===== src/rtl/uart_tx_pkg.sv =====
package uart_tx_pkg;

  localparam int unsigned MAX_DATA = 9;
  localparam int unsigned FRAME_W  = 1 + MAX_DATA + 1 + 2;
  localparam int unsigned LEN_W    = $clog2(FRAME_W + 1);

  typedef struct packed {
    logic [2:0] size;
    logic       par_en;
    logic       par_odd;
    logic       two_stop;
  } tx_cfg_t;

  function automatic int unsigned data_len(input logic [2:0] size);
    if (size >= 3'd4) return MAX_DATA;
    return 5 + int'(size);
  endfunction

  function automatic logic calc_parity(input logic [MAX_DATA-1:0] d,
                                       input logic [2:0] size,
                                       input logic odd);
    logic p;
    p = odd;
    for (int i = 0; i < MAX_DATA; i++) begin
      if (i < int'(data_len(size))) p = p ^ d[i];
    end
    return p;
  endfunction

  function automatic logic [FRAME_W-1:0] build_frame(input logic [MAX_DATA-1:0] d,
                                                     input tx_cfg_t cfg);
    logic [FRAME_W-1:0] f;
    int unsigned        n;
    n = data_len(cfg.size);
    f = '1;
    f[0] = 1'b0;
    for (int i = 0; i < MAX_DATA; i++) begin
      if (i < int'(n)) f[1+i] = d[i];
    end
    for (int j = 1; j < FRAME_W; j++) begin
      if (cfg.par_en && (j == int'(n) + 1)) f[j] = calc_parity(d, cfg.size, cfg.par_odd);
    end
    return f;
  endfunction

  function automatic logic [LEN_W-1:0] frame_len(input tx_cfg_t cfg);
    int unsigned l;
    l = 1 + data_len(cfg.size) + (cfg.par_en ? 1 : 0) + (cfg.two_stop ? 2 : 1);
    return LEN_W'(l);
  endfunction

endpackage


===== src/rtl/uart_tx_hold.sv =====
module uart_tx_hold #(
  parameter int unsigned W = 9
) (
  input  logic         clk,
  input  logic         rst_n,
  input  logic         wr_en,
  input  logic [W-1:0] wr_data,
  input  logic         take,
  input  logic         ovr_clr,
  output logic         valid,
  output logic [W-1:0] data,
  output logic         ovr_err
);

  logic overwrite;
  assign overwrite = wr_en & valid & ~take;

  always_ff @(posedge clk or negedge rst_n) begin
    if (!rst_n) begin
      valid   <= 1'b0;
      data    <= '0;
      ovr_err <= 1'b0;
    end else begin
      if (wr_en) begin
        data  <= wr_data;
        valid <= 1'b1;
      end else if (take) begin
        valid <= 1'b0;
      end
      if (overwrite)    ovr_err <= 1'b1;
      else if (ovr_clr) ovr_err <= 1'b0;
    end
  end

  AST_TAKE_HAS_DATA: assert property (@(posedge clk) disable iff (!rst_n)
    take |-> valid);

  AST_OVR_STICKY: assert property (@(posedge clk) disable iff (!rst_n)
    (ovr_err && !ovr_clr) |=> ovr_err);

  AST_OVR_SET: assert property (@(posedge clk) disable iff (!rst_n)
    (wr_en && valid && !take) |=> ovr_err);

endmodule


===== src/rtl/uart_tx_shift.sv =====
module uart_tx_shift
  import uart_tx_pkg::*;
#(
  parameter int unsigned OVERSAMPLE = 16
) (
  input  logic               clk,
  input  logic               rst_n,
  input  logic               enable,
  input  logic               baud_tick,
  input  logic               load,
  input  logic [FRAME_W-1:0] frame_in,
  input  logic [LEN_W-1:0]   len_in,
  output logic               ser_o,
  output logic               active,
  output logic               frame_done
);

  localparam int unsigned TCW = (OVERSAMPLE > 1) ? $clog2(OVERSAMPLE) : 1;
  localparam logic [TCW-1:0] TLAST = TCW'(OVERSAMPLE - 1);

  logic [FRAME_W-1:0] shreg;
  logic [LEN_W-1:0]   remain;
  logic [TCW-1:0]     tcnt;
  logic               bit_end;

  assign bit_end    = enable & active & baud_tick & (tcnt == TLAST);
  assign frame_done = bit_end & (remain == LEN_W'(1));
  assign ser_o      = shreg[0];

  always_ff @(posedge clk or negedge rst_n) begin
    if (!rst_n) begin
      shreg  <= '1;
      remain <= '0;
      tcnt   <= '0;
      active <= 1'b0;
    end else if (!enable) begin
      shreg  <= '1;
      remain <= '0;
      tcnt   <= '0;
      active <= 1'b0;
    end else if (load) begin
      shreg  <= frame_in;
      remain <= len_in;
      tcnt   <= '0;
      active <= 1'b1;
    end else if (bit_end) begin
      shreg  <= {1'b1, shreg[FRAME_W-1:1]};
      remain <= remain - LEN_W'(1);
      tcnt   <= '0;
      if (remain == LEN_W'(1)) active <= 1'b0;
    end else if (active && baud_tick) begin
      tcnt <= tcnt + TCW'(1);
    end
  end

  AST_START_BIT: assert property (@(posedge clk) disable iff (!rst_n)
    (enable && load) |=> !ser_o);

  AST_BIT_HOLD: assert property (@(posedge clk) disable iff (!rst_n)
    (enable && active && !baud_tick && !load) |=> $stable(ser_o));

  AST_DONE_IDLE: assert property (@(posedge clk) disable iff (!rst_n)
    (frame_done && !load) |=> !active);

endmodule


===== src/rtl/uart_tx_flags.sv =====
module uart_tx_flags (
  input  logic clk,
  input  logic rst_n,
  input  logic frame_done,
  input  logic load,
  input  logic hold_valid,
  input  logic txc_clr,
  input  logic txc_ack,
  input  logic dre_ie,
  input  logic txc_ie,
  output logic dre_flag,
  output logic txc_flag,
  output logic dre_irq,
  output logic txc_irq
);

  logic txc_set;
  assign txc_set = frame_done & ~load;

  always_ff @(posedge clk or negedge rst_n) begin
    if (!rst_n)                   txc_flag <= 1'b0;
    else if (txc_set)             txc_flag <= 1'b1;
    else if (txc_clr || txc_ack)  txc_flag <= 1'b0;
  end

  assign dre_flag = ~hold_valid;
  assign dre_irq  = dre_flag & dre_ie;
  assign txc_irq  = txc_flag & txc_ie;

  AST_TXC_SET: assert property (@(posedge clk) disable iff (!rst_n)
    (frame_done && !load) |=> txc_flag);

  AST_TXC_CLEAR: assert property (@(posedge clk) disable iff (!rst_n)
    ((txc_clr || txc_ack) && !(frame_done && !load)) |=> !txc_flag);

  AST_TXC_NO_GAP: assert property (@(posedge clk) disable iff (!rst_n)
    (!txc_flag && frame_done && load) |=> !txc_flag);

endmodule


===== src/rtl/uart_dbuf_tx.sv =====
module uart_dbuf_tx
  import uart_tx_pkg::*;
#(
  parameter int unsigned OVERSAMPLE = 16
) (
  input  logic       clk,
  input  logic       rst_n,
  input  logic       baud_tick,
  input  logic       tx_en,
  input  logic [2:0] cfg_size,
  input  logic       cfg_par_en,
  input  logic       cfg_par_odd,
  input  logic       cfg_two_stop,
  input  logic       wr_en,
  input  logic [7:0] wr_data,
  input  logic       tx_bit8,
  input  logic       txc_clr,
  input  logic       txc_ack,
  input  logic       ovr_clr,
  input  logic       dre_ie,
  input  logic       txc_ie,
  output logic       tx_o,
  output logic       dre_flag,
  output logic       txc_flag,
  output logic       ovr_err,
  output logic       dre_irq,
  output logic       txc_irq
);

  tx_cfg_t             cfg;
  logic                hold_valid;
  logic [MAX_DATA-1:0] hold_data;
  logic                sh_active;
  logic                sh_done;
  logic                sh_ser;
  logic                load;
  logic [FRAME_W-1:0]  next_frame;
  logic [LEN_W-1:0]    next_len;

  assign cfg = '{size: cfg_size, par_en: cfg_par_en,
                 par_odd: cfg_par_odd, two_stop: cfg_two_stop};

  assign load       = tx_en & hold_valid & (~sh_active | sh_done);
  assign next_frame = build_frame(hold_data, cfg);
  assign next_len   = frame_len(cfg);

  uart_tx_hold #(.W(MAX_DATA)) u_hold (
    .clk     (clk),
    .rst_n   (rst_n),
    .wr_en   (wr_en),
    .wr_data ({tx_bit8, wr_data}),
    .take    (load),
    .ovr_clr (ovr_clr),
    .valid   (hold_valid),
    .data    (hold_data),
    .ovr_err (ovr_err)
  );

  uart_tx_shift #(.OVERSAMPLE(OVERSAMPLE)) u_shift (
    .clk        (clk),
    .rst_n      (rst_n),
    .enable     (tx_en),
    .baud_tick  (baud_tick),
    .load       (load),
    .frame_in   (next_frame),
    .len_in     (next_len),
    .ser_o      (sh_ser),
    .active     (sh_active),
    .frame_done (sh_done)
  );

  uart_tx_flags u_flags (
    .clk        (clk),
    .rst_n      (rst_n),
    .frame_done (sh_done),
    .load       (load),
    .hold_valid (hold_valid),
    .txc_clr    (txc_clr),
    .txc_ack    (txc_ack),
    .dre_ie     (dre_ie),
    .txc_ie     (txc_ie),
    .dre_flag   (dre_flag),
    .txc_flag   (txc_flag),
    .dre_irq    (dre_irq),
    .txc_irq    (txc_irq)
  );

  assign tx_o = tx_en ? sh_ser : 1'b1;

  AST_IDLE_LINE: assert property (@(posedge clk) disable iff (!rst_n)
    !sh_active |-> tx_o);

  AST_EMPTY_AFTER_LOAD: assert property (@(posedge clk) disable iff (!rst_n)
    (load && !wr_en) |=> dre_flag);

  AST_FULL_AFTER_WRITE: assert property (@(posedge clk) disable iff (!rst_n)
    wr_en |=> !dre_flag);

endmodule


===== config.mk =====
export PLATFORM = sky130hd
export DESIGN_NAME = uart_dbuf_tx
export DESIGN_NICKNAME = d
export VERILOG_FILES = /design/src/rtl/uart_tx_pkg.sv /design/src/rtl/uart_tx_hold.sv /design/src/rtl/uart_tx_shift.sv /design/src/rtl/uart_tx_flags.sv /design/src/rtl/uart_dbuf_tx.sv
export SDC_FILE = /design/constraint.sdc
export NUM_CORES = 1
export LEC_CHECK = 0
export BUFFER_PORTS_ARGS = -buffer_cell sky130_fd_sc_hd__buf_2
export CAP_MARGIN = 20
export CORE_UTILIZATION = 50
export DETAILED_ROUTE_END_ITERATION = 6
export PLACE_DENSITY = 0.69
export SLEW_MARGIN = 20
export SYNTH_ARGS = -nofsm -noshare
export SYNTH_HDL_FRONTEND = slang
export SYNTH_SLANG_ARGS = --single-unit

===== constraint.sdc =====
create_clock -name clk -period 2.5 [get_ports clk]
set_input_delay 0.25 -clock clk [delete_from_list [all_inputs] [get_ports clk]]
set_output_delay 0.25 -clock clk [all_outputs]
set_load 0.01 [all_outputs]

==> metrics.cfg <==
[logic_synthesis]
yosysTopAreaCell = dfrtp_1
synth_top_area_share = 0.238
ys_seq_area_frac = 0.393
syn_inst = 240
synthTopCellsByCount = 22 x a21oi_1, 21 x dfrtp_1, 16 x nand2_1
yosysMostFrequentCell = a21oi_1
synth_seq_cells = 34
synth-main-ff-cell = dfrtp_1
yosysWarningCount = 0
synth_fp_nets = 276
synth-edff-count = 0
syn_area_um2 = 2200
synth.area.top_cells = dfrtp_1 24%, dfstp_2 15%, ha_1 5.7%
synthDistinctLibCells = 51
synthArstFlopShare = 1.00
postSynthAreaPerCell_um2 = 9.19

[clocking]
clkTransAtPathRegs_ns = 0.07
cts_sinks = 34
cts_tree = done
clockBufferDepth = 2
cts-root-buf = clkbuf_8
worstSkewPairLatency_ns = 0.29
numCtsBuffers = 5
htree_levels = 2

[timing]
rsz0062_at_grt = false
fin_crit_ns = 2.27
fin_crit_sh = 0.908
slew_violations = 0
final_hold_viol_count = 0
max_freq_ghz = 0.441
tightest_slew_ns = 0.758
maxSlewHeadroom = 0.495
holdWs_ns = 0.0150
clock_skew_ns = 0.00403
setup_viol = 0
setup_tns_ns = 0

[worst_setup_path]
crit_end = u_shift.shreg[2]
crit_start = u_shift.tcnt[0]
reg2reg_slack_ns = 0.23
r2r_cells = 9
worstPathRequired_ns = 2.71
max_stage_delay_ns = 0.45
worst_setup_path_start_kind = flop
worstReg2RegEnd = u_shift.shreg[2]
cp-end-kind = flop
arrival_ns = 2.48
crit_chain = ha_1 > nand4_1 > o41ai_2 > nand3_1 > buf_4 > nor3_1 > a21oi_1 > o21ai_0 > a21oi_1
critPathMaxFanout = 6
crit-reg2reg-launch = u_shift.tcnt[0]
critical_path_class = flop to flop
slowest_stage = o41ai_2
path_common_cell = a21oi_1

[layout]
layout.nets = 320
stdcell_count = 335
area_delta_synth_final_pct = 18.2
utilization = 0.633
drive_gt1_frac = 0.302
antennaDiodeCount = 0

[status]
status = finished, final reports clean

[global_route]
grt.overflow.total = 0
grt_pass1_vias = 1896
grt_pass1_wl_mm = 8.94
grtUsageTotal = 0.265
grt_max_degree = 35
antenna_found_initial = 0

[place]
io_buffers = 30
dp_hpwl_mm = 3.94
dp_cells = 327
gp_congestion = 0.944

[route]
drc = 0
drt_wl_total_mm = 5.30
vias_per_cell = 5.86
drt_iter0_drc = 142
num_vias = 1964
drtAntennaViolNets = 0
dr.pass1.iters = 4
wire_per_inst_um = 15.8

[power]
vdd_ir_drop_max_v = 0.000330
power_w = 0.00153
leakagePower_nw = 1.18
powerDensity_nw_per_um2 = 587

[die]
die_h_um = 68.4
start_util = 0.536
core_area_um2 = 4120
fp.dieArea_um2 = 4680
rows = 23
io_pins = 31
die_w_um = 68.4

[flow_run]
drv_cap = 0

[min_path]
min_path_type = input port to async pin

==> state kept, by name, indices dropped and copies added (netlist names) <==
signal            count
u_shift.remain        4
u_hold.data           9
u_shift.tcnt          4
u_hold.ovr_err        1
u_shift.shreg        13
u_hold.valid          1
u_flags.txc_flag      1
u_shift.active        1
==> cells by family after synthesis <==
kind of cell,synth area share
and+or+nand+nor,0.194
buffers and inverters,0.0505
AOI/OAI and AO/OA,0.222
muxes,0.0358
DFF,0.393
adders and majority gates,0.0658
xor gates and xnor gates,0.0392
==> worst min path at each step <==
stage                     cells after the start          endpoint
after detailed placement                      1   u_shift.tcnt[2]
after floorplan                               0  u_flags.txc_flag
after global placement                        1   u_shift.tcnt[1]
final                                         1   u_shift.tcnt[1]
after global routing                          1   u_shift.tcnt[1]
after CTS                                     1   u_shift.tcnt[2]
==> routing by layer <==
metal / part of all wire / GRT usage / vias up
met5: 0 / 0 / -
met4: 0.016 / 0.109 / 0
met3: 0.049 / 0.0633 / 9
li1: - / - / 956
met2: 0.47 / 0.417 / 53
met1: 0.46 / 0.346 / 946
==> area by class of cell <==
cell class / count / area (um^2)
clock buffer: 7 / 86.3
sequential: 34 / 867
timing repair buffer: 48 / 285
tap: 50 / 62.6
fill: 363 / 1510
multi-input combinational: 181 / 1250
clock inverter: 1 / 5.00
inverter: 14 / 52.6
==> placed cells by master (no fill, tap or decap), types with 6 or more instances in the layout <==
cell type / Yosys / routed
dfstp_2: 13 / 13
a21oi_1: 22 / 22
ha_1: 10 / 9
mux2_2: 7 / 7
nor2_1: 14 / 14
a21o_1: 6 / 6
o21ai_0: 15 / 15
clkbuf_8: 0 / 6
nand3_1: 9 / 9
inv_1: 14 / 13
a31oi_1: 8 / 8
dfrtp_1: 21 / 21
nor3_1: 9 / 9
buf_4: 0 / 18
nand2_1: 16 / 16
buf_2: 2 / 30
nand2b_1: 8 / 8
==> per-stage QoR <==
stage | area, um^2 | setup WS (ns)
global route | 2610 | 0.0126
floorplan | 2220 | 0.0475
finish | 2610 | 0.231
CTS | 2600 | 0.0814
detailed placement | 2510 | -0.0115
global placement | 2510 | 0.0857
==> worst max-delay path: cells and delay by family, from the launching register on <==
kind,cells,cell delay (ns)
compound gates,4,0.70
simple gates,3,0.66
flops,1,0.40
buf+inv,1,0.25
fa+ha+maj,1,0.18
==> power breakdown <==
group	switching, W	internal (W)
sequential	0.0000523	0.000624
combinational	0.000227	0.000197
clock	0.000207	0.000222
==> repair_timing <==
action / 4_1_cts / 5_1_grt
setup endpoints to repair: 0 / 14
hold buffers: 0 / 0
resized for setup: 0 / 1
setup buffers: 0 / 0
(Power assumes the default switching activity.)
